===== config.mk =====
export PLATFORM = sky130hd
export DESIGN_NAME = rx_drop_counter
export DESIGN_NICKNAME = d
export VERILOG_FILES = /design/src/rtl/rx_drop_pkg.sv /design/src/rtl/drop_event_qual.sv /design/src/rtl/drop_counter_core.sv /design/src/rtl/rollover_status.sv /design/src/rtl/rx_drop_counter.sv
export SDC_FILE = /design/constraint.sdc
export NUM_CORES = 1
export LEC_CHECK = 0
export ABC_AREA = 1
export CORE_ASPECT_RATIO = 1.5
export CORE_MARGIN = 4
export CORE_UTILIZATION = 38
export CTS_BUF_LIST = sky130_fd_sc_hd__clkbuf_4 sky130_fd_sc_hd__clkbuf_8
export DETAILED_ROUTE_END_ITERATION = 10
export PLACE_DENSITY = 0.79
export SYNTH_ARGS = -nofsm -noshare
export SYNTH_HDL_FRONTEND = slang
export SYNTH_SLANG_ARGS = --single-unit

===== constraint.sdc =====
create_clock -name clk -period 2.1 [get_ports clk]
set_input_delay 0.525 -clock clk [delete_from_list [all_inputs] [get_ports clk]]
set_output_delay 0.525 -clock clk [all_outputs]
set_load 0.01 [all_outputs]

===== src/rtl/rx_drop_pkg.sv =====
// Shared constants for the receive drop statistics counter.
// Assumes byte offsets on the register port and one access per cycle.
package rx_drop_pkg;

    // Index of each drop cause on the cause vector
    typedef enum int unsigned {
        CAUSE_FIFO_OVF = 0,
        CAUSE_PARITY   = 1,
        CAUSE_RX_OFF   = 2
    } drop_cause_e;

    localparam int unsigned NUM_CAUSES   = 3;

    // Control register field positions
    localparam int unsigned CTRL_STS_BIT = 0;
    localparam int unsigned CTRL_EN_BIT  = 1;

    // Kind of register access decoded this cycle
    typedef enum logic [1:0] {
        ACC_NONE  = 2'd0,
        ACC_READ  = 2'd1,
        ACC_WRITE = 2'd2
    } acc_kind_e;

endpackage


===== src/rtl/drop_event_qual.sv =====
// Turns the per-frame drop strobe and its cause bits into one count pulse.
// Assumes frame_done_i is high for one cycle per frame; any number of
// causes on one frame yields a single pulse; filter rejects yield none.
module drop_event_qual #(
    parameter int unsigned N_CAUSE = 3
) (
    input  logic               clk,
    input  logic               rst_n,
    input  logic               frame_done_i,
    input  logic [N_CAUSE-1:0] cause_i,
    input  logic               reject_i,
    output logic               inc_o
);

    logic [N_CAUSE:0] any_chain;

    // Ripple OR over the cause bits, one stage per cause
    assign any_chain[0] = 1'b0;
    for (genvar g = 0; g < N_CAUSE; g++) begin : g_cause
        assign any_chain[g+1] = any_chain[g] | cause_i[g];
    end

    // One pulse for a frame dropped by at least one cause and not filtered
    always_comb begin
        inc_o = frame_done_i && any_chain[N_CAUSE] && !reject_i;
    end


    reject_no_count_chk: assert property (@(posedge clk) disable iff (!rst_n)
        (reject_i || !frame_done_i || (cause_i == '0)) |-> !inc_o);

endmodule


===== src/rtl/drop_counter_core.sv =====
// Holds the tally with load, clear-on-read and increment in one step.
// Assumes load and clear never need to be seen together; load wins.
// The increment is applied on top of whatever base load or clear picks,
// so no drop is lost to a simultaneous register access.
module drop_counter_core #(
    parameter int unsigned CNT_W = 16
) (
    input  logic             clk,
    input  logic             rst_n,
    input  logic             load_i,
    input  logic [CNT_W-1:0] load_val_i,
    input  logic             clr_i,
    input  logic             inc_i,
    output logic [CNT_W-1:0] cnt_o,
    output logic             roll_o
);

    localparam logic [CNT_W-1:0] ROLL_FROM = {1'b0, {(CNT_W-1){1'b1}}};
    localparam logic [CNT_W-1:0] ROLL_TO   = {1'b1, {(CNT_W-1){1'b0}}};
    localparam logic [CNT_W-1:0] CNT_MAX   = {CNT_W{1'b1}};
    localparam logic [CNT_W-1:0] ONE       = {{(CNT_W-1){1'b0}}, 1'b1};

    logic [CNT_W-1:0] cnt_q;
    logic [CNT_W-1:0] base;
    logic [CNT_W-1:0] cnt_nxt;

    // Pick the starting value: written value, zero after a read, or held
    always_comb begin
        if (load_i)      base = load_val_i;
        else if (clr_i)  base = '0;
        else             base = cnt_q;
    end

    // Add the drop of this cycle and flag the midpoint crossing
    always_comb begin
        cnt_nxt = inc_i ? base + ONE : base;
        roll_o  = inc_i && (base == ROLL_FROM);
    end

    // Tally register; only the hardware reset empties it
    always_ff @(posedge clk) begin
        if (!rst_n) cnt_q <= '0;
        else        cnt_q <= cnt_nxt;
    end

    assign cnt_o = cnt_q;


    clear_leaves_inc_chk: assert property (@(posedge clk) disable iff (!rst_n)
        (clr_i && !load_i) |=> (cnt_q == (($past(inc_i)) ? ONE : '0)));


    idle_hold_chk: assert property (@(posedge clk) disable iff (!rst_n)
        (!clr_i && !load_i && !inc_i) |=> $stable(cnt_q));


    roll_value_chk: assert property (@(posedge clk) disable iff (!rst_n)
        roll_o |=> (cnt_q == ROLL_TO));


    wrap_no_roll_chk: assert property (@(posedge clk) disable iff (!rst_n)
        (inc_i && !load_i && !clr_i && (cnt_q == CNT_MAX)) |-> !roll_o);

endmodule


===== src/rtl/rollover_status.sv =====
// Sticky rollover flag, its interrupt enable and the interrupt output.
// Assumes a soft reset outranks everything, and that a new rollover
// outranks a write-one-to-clear arriving in the same cycle.
module rollover_status (
    input  logic clk,
    input  logic rst_n,
    input  logic soft_rst_i,
    input  logic set_i,
    input  logic ctrl_we_i,
    input  logic wr_clr_i,
    input  logic wr_en_i,
    output logic sts_o,
    output logic en_o,
    output logic irq_o
);

    logic sts_q;
    logic en_q;

    // Sticky flag: set by rollover, cleared by writing one or by soft reset
    always_ff @(posedge clk) begin
        if (!rst_n)                     sts_q <= 1'b0;
        else if (soft_rst_i)            sts_q <= 1'b0;
        else if (set_i)                 sts_q <= 1'b1;
        else if (ctrl_we_i && wr_clr_i) sts_q <= 1'b0;
    end

    // Interrupt enable bit written by software
    always_ff @(posedge clk) begin
        if (!rst_n)          en_q <= 1'b0;
        else if (soft_rst_i) en_q <= 1'b0;
        else if (ctrl_we_i)  en_q <= wr_en_i;
    end

    assign sts_o = sts_q;
    assign en_o  = en_q;
    assign irq_o = sts_q && en_q;


    roll_sets_flag_chk: assert property (@(posedge clk) disable iff (!rst_n)
        (set_i && !soft_rst_i) |=> sts_q);


    flag_sticky_chk: assert property (@(posedge clk) disable iff (!rst_n)
        (sts_q && !soft_rst_i && !(ctrl_we_i && wr_clr_i)) |=> sts_q);


    soft_clears_chk: assert property (@(posedge clk) disable iff (!rst_n)
        soft_rst_i |=> (!sts_q && !en_q));

endmodule


===== src/rtl/rx_drop_counter.sv =====
// Top of the receive drop statistics counter: decodes the register port,
// feeds the tally core and the rollover status, and assembles read data.
// Assumes one access per cycle; read data is combinational in the cycle
// of the read, and the read's clearing takes effect at that clock edge.
module rx_drop_counter #(
    parameter int unsigned CNT_W       = 16,
    parameter int unsigned DATA_W      = 32,
    parameter int unsigned ADDR_W      = 8,
    parameter logic [7:0]  CNT_OFFSET  = 8'h7C,
    parameter logic [7:0]  CTRL_OFFSET = 8'h00
) (
    input  logic                               clk,
    input  logic                               rst_n,
    input  logic                               soft_rst,
    input  logic                               frame_done,
    input  logic [rx_drop_pkg::NUM_CAUSES-1:0] drop_cause,
    input  logic                               addr_reject,
    input  logic                               reg_sel,
    input  logic                               reg_wr,
    input  logic [ADDR_W-1:0]                  reg_addr,
    input  logic [DATA_W-1:0]                  reg_wdata,
    output logic [DATA_W-1:0]                  reg_rdata,
    output logic                               irq
);
    import rx_drop_pkg::*;

    localparam logic [ADDR_W-1:0] CNT_ADDR  = ADDR_W'(CNT_OFFSET);
    localparam logic [ADDR_W-1:0] CTRL_ADDR = ADDR_W'(CTRL_OFFSET);

    acc_kind_e        acc;
    logic             cnt_hit;
    logic             ctrl_hit;
    logic             inc;
    logic             roll;
    logic [CNT_W-1:0] cnt;
    logic             sts;
    logic             en;
    logic [DATA_W-1:0] cnt_word;

    // Classify the access of this cycle
    always_comb begin
        if (!reg_sel)    acc = ACC_NONE;
        else if (reg_wr) acc = ACC_WRITE;
        else             acc = ACC_READ;
    end

    // Match the two owned offsets
    always_comb begin
        cnt_hit  = (reg_addr == CNT_ADDR);
        ctrl_hit = (reg_addr == CTRL_ADDR);
    end

    drop_event_qual #(
        .N_CAUSE (NUM_CAUSES)
    ) u_qual (
        .clk          (clk),
        .rst_n        (rst_n),
        .frame_done_i (frame_done),
        .cause_i      (drop_cause),
        .reject_i     (addr_reject),
        .inc_o        (inc)
    );

    drop_counter_core #(
        .CNT_W (CNT_W)
    ) u_core (
        .clk        (clk),
        .rst_n      (rst_n),
        .load_i     ((acc == ACC_WRITE) && cnt_hit),
        .load_val_i (reg_wdata[CNT_W-1:0]),
        .clr_i      ((acc == ACC_READ) && cnt_hit),
        .inc_i      (inc),
        .cnt_o      (cnt),
        .roll_o     (roll)
    );

    rollover_status u_sts (
        .clk        (clk),
        .rst_n      (rst_n),
        .soft_rst_i (soft_rst),
        .set_i      (roll),
        .ctrl_we_i  ((acc == ACC_WRITE) && ctrl_hit),
        .wr_clr_i   (reg_wdata[CTRL_STS_BIT]),
        .wr_en_i    (reg_wdata[CTRL_EN_BIT]),
        .sts_o      (sts),
        .en_o       (en),
        .irq_o      (irq)
    );

    // Widen the tally to the bus, padding reserved bits with zero
    if (CNT_W < DATA_W) begin : g_pad
        assign cnt_word = {{(DATA_W-CNT_W){1'b0}}, cnt};
    end else begin : g_full
        assign cnt_word = cnt;
    end

    // Read data mux; unowned offsets and non-read cycles return zero
    always_comb begin
        reg_rdata = '0;
        if (acc == ACC_READ) begin
            if (cnt_hit) begin
                reg_rdata = cnt_word;
            end else if (ctrl_hit) begin
                reg_rdata[CTRL_STS_BIT] = sts;
                reg_rdata[CTRL_EN_BIT]  = en;
            end
        end
    end


    rsvd_zero_chk: assert property (@(posedge clk) disable iff (!rst_n)
        (reg_rdata[DATA_W-1:CNT_W] == '0));


    other_addr_zero_chk: assert property (@(posedge clk) disable iff (!rst_n)
        (!cnt_hit && !ctrl_hit) |-> (reg_rdata == '0));


    irq_follows_chk: assert property (@(posedge clk) disable iff (!rst_n)
        (reg_sel && !reg_wr && ctrl_hit) |-> (irq == (reg_rdata[CTRL_STS_BIT] && reg_rdata[CTRL_EN_BIT])));

endmodule


==> results.sh <==
export IMPL_p_per_area_nw_per_um2=280
export IMPL_die_h_um=90.0
export IMPL_antenna_found_initial=0
export IMPL_worstSetupPathType="in -> reg"
export IMPL_track_usage_pct=19.3
export IMPL_grt_first_pass_wirelength_um=8910
export IMPL_fin_crit_ns=2.12
export IMPL_failed_checks="setup timing"
export IMPL_combPwrFrac_pct=21.0
export IMPL_finalClockSkew_ns=0.00843
export IMPL_rsz0062_at_grt="yes"
export IMPL_antenna_cells=0
export IMPL_grt_remaining_overflow=0
export IMPL_io_pins=83
export IMPL_slowest_delay_ns=0.18
export IMPL_layout_setup_ws_ns=-0.0161
export IMPL_hold_path_class="reg -> reg"
export IMPL_numCtsBuffers=3
export IMPL_reg2reg_to="u_core.cnt_o[14]"
export IMPL_hold_buffers=0
export IMPL_hold_depth=2
export IMPL_dieArea_um2=5640
export IMPL_drt_initial_drc_count=135
export IMPL_hpwlAfterDp_um=3640
export IMPL_p_sw_mw=0.222
export IMPL_wl_per_cell_um=14.9
export IMPL_critPathArrivalTime_ns=2.33
export IMPL_worstPathRequired_ns=2.31
export IMPL_r2r_cells=13
export IMPL_synth_edf_count=0
export IMPL_slew_violations=0
export IMPL_synthArstFlopShare_pct=0
export IMPL_design_area_um2=2950
export IMPL_cts_sinks=18
export IMPL_mostFrequentLayoutCells="nand2_1 (60), buf_4 (44), inv_1 (33)"
export IMPL_critPathTopFamily="simple AND/OR/NAND/NOR gates"
export IMPL_fp_coreArea_um2=4280
export IMPL_max_cap_violations=0
export IMPL_fin_crit_sh_pct=101
export IMPL_num_nets_final=447
export IMPL_regToRegSetupSlack_ns=0.55
export IMPL_switching_share_pct=26.9
export IMPL_htree_levels=1
export IMPL_crit_slowest_cell="nor2_4"
export IMPL_p_leak_nw=1.34
export IMPL_whs_endpoint="u_sts.en_o"
export IMPL_initial_core_util_pct=39.8
export IMPL_cts_tree="done"
export IMPL_peakVddDrop_mv=0.276
export IMPL_fin_tns_setup_ns=-0.0305
export IMPL_setup_viol=2
export IMPL_clockPowerShare_pct=36.9
export IMPL_crit_fanout=5
export IMPL_final_common_cell="nand2_1"
export IMPL_std_cell_rows=29
export IMPL_cts_root_buf="clkbuf_8"
export IMPL_ys_warn_count=0
export IMPL_outcome="finished with violations"
export IMPL_syn_inst=288
export IMPL_total_power_mw=0.826
export IMPL_die_w_um=62.7
export IMPL_fmax_ghz=0.473
export IMPL_path_cells="buf_6, inv_4, nand2_4, nor2_4, buf_6, nand3_4, clkinv_4, buf_6, buf_6, nand2_4, nand2_4, ha_4, inv_4, nor2_4, nand3_4, nor2_4, nand3_2, nand2_1, nand2_1, nor2_1"
export IMPL_port_buffers=50
export IMPL_vias=2274
export IMPL_cp_num_buf_inv=7
export IMPL_synth_flop_cell="dfxtp_1"
export IMPL_first_pass_iters=4
export IMPL_syn_area_um2=1700
export IMPL_worstSkewPairLatency_ns=0.27
export IMPL_place_area_um2=2470
export IMPL_cts_buffer_depth=2
export IMPL_drive_gt1_share_pct=43.8
export IMPL_route_detailed_drc=0
export IMPL_grt_start_max_net_pins=15
export IMPL_start_kind="input pin"
export IMPL_cp_end_kind="flop"
export IMPL_clkSlewWorstSetupHoldPaths_ns=0.08
export IMPL_r2r_start="u_core.cnt_o[0]"
export IMPL_power_share_sequential_pct=42.1
export IMPL_synth_seq_cells=18
export IMPL_area_growth_pct=73.3
export IMPL_final_hold_viol_count=0
export IMPL_critical_path_startpoint="reg_addr[1]"
export IMPL_hp_start="u_sts.en_o"
export IMPL_viasPerCell=5.16
export IMPL_cp_common_cell="buf_6"
export IMPL_ys_types=35
export IMPL_wl_um=6560
export IMPL_ant_nets=0
export IMPL_synth_avg_cell_area_um2=5.91
export IMPL_gp_congestion=0.853
export IMPL_first_global_vias=2048
export IMPL_intPower_mw=0.603
export IMPL_seq_area_frac_synth_pct=21.2
## Yosys cell counts, types with 2 or more instances
library cell,number,area share [%]
nor2_4,6,4.0
buf_2,4,1.2
nand4_1,3,1.1
o21ai_0,4,1.2
nand2_1,79,17
dfxtp_1,18,21
nand3_1,22,6.5
nand2_4,2,1.3
nor3_1,5,1.5
a21oi_1,10,2.9
nor2_1,42,9.3
o21ai_1,4,1.2
buf_4,16,7.1
nand3_2,2,1.2
nand2_2,12,4.4
inv_1,40,8.8
## layout make-up
cell class / instances / area, um^2
clock buffers: 4 / 55.1
fillers: 339 / 1330
inverters: 43 / 174
multi-input cells: 219 / 1300
flip-flops and latches: 18 / 360
well taps: 46 / 57.6
repair buffers: 111 / 1000
## per-stage QoR
stage	hold slack (ns)	std cells	worst slack (ns)	utilization (%)
2_1_floorplan	0.448	303	0.000881	-
3_3_place_gp	0.467	409	-0.609	57.6
3_5_place_dp	0.475	409	-0.670	57.6
4_1_cts	0.486	433	0.000924	64.4
5_1_grt	0.555	441	-0.158	68.9
6_report	0.509	441	-0.0161	68.9
## cell families (layout without fill, tap and decap cells)
logic type	after synthesis	after routing	synth area share, %
adder cells (fa/ha/maj)	1	1	0.735
buffers and inverters	66	158	19.8
AND/OR/NAND/NOR	179	179	50.0
AO/OA/AOI/OAI	23	23	8.08
other	1	16	0.220
flip-flops	18	18	21.2
## worst max-delay path by stage
stage	depth (start not counted)	endpoint
2_1_floorplan	16	u_core.cnt_o[14]
3_3_place_gp	8	reg_rdata[0]
3_5_place_dp	17	u_core.cnt_o[9]
4_1_cts	17	u_sts.sts_o
5_1_grt	20	u_core.cnt_o[14]
6_report	20	u_core.cnt_o[14]
## sequential cells by signal, indices dropped and copies added (netlist names)
| signal | count |
|---|---|
| u_sts.en_o | 1 |
| u_core.cnt_o | 16 |
| u_sts.sts_o | 1 |
## what timing repair did
action | CTS | global route
gates resized for setup | 98 | 70
gates cloned | 2 | 1
pin swaps | 28 | 39
buffers inserted | 18 | 10
setup endpoints to repair | 32 | 30
hold endpoints to repair | 0 | 0
## worst reg2reg max path, stage by stage, from the launching register on
cell and delay, ns:
dfxtp_1 0.36, nand2_2 0.06, nand2_2 0.06, nand2_2 0.07
inv_2 0.07, ha_4 0.14, inv_4 0.04, nor2_4 0.10
nand3_4 0.10, nor2_4 0.18, nand3_2 0.09, nand2_1 0.08
nand2_1 0.04, nor2_1 0.09
## metal layers
metal / vias up / share of wire [%] / wire, um / track usage, %
li1: 1072 / - / - / -
met1: 1055 / 35 / 2270 / 19.7
met2: 120 / 54 / 3550 / 36.7
met3: 27 / 7.4 / 488 / 2.62
met4: 0 / 3.8 / 247 / 10.5
met5: - / 0 / 0 / 0
## power by group through the flow
stage	combinational, mW	clock, mW	sequential [mW]
floorplan	0.0800	0	0.353
global placement	0.148	0	0.354
detailed placement	0.151	0	0.354
CTS	0.153	0.300	0.346
global route	0.186	0.315	0.348
finish	0.174	0.304	0.348
Power figures use the tool's default switching activity.
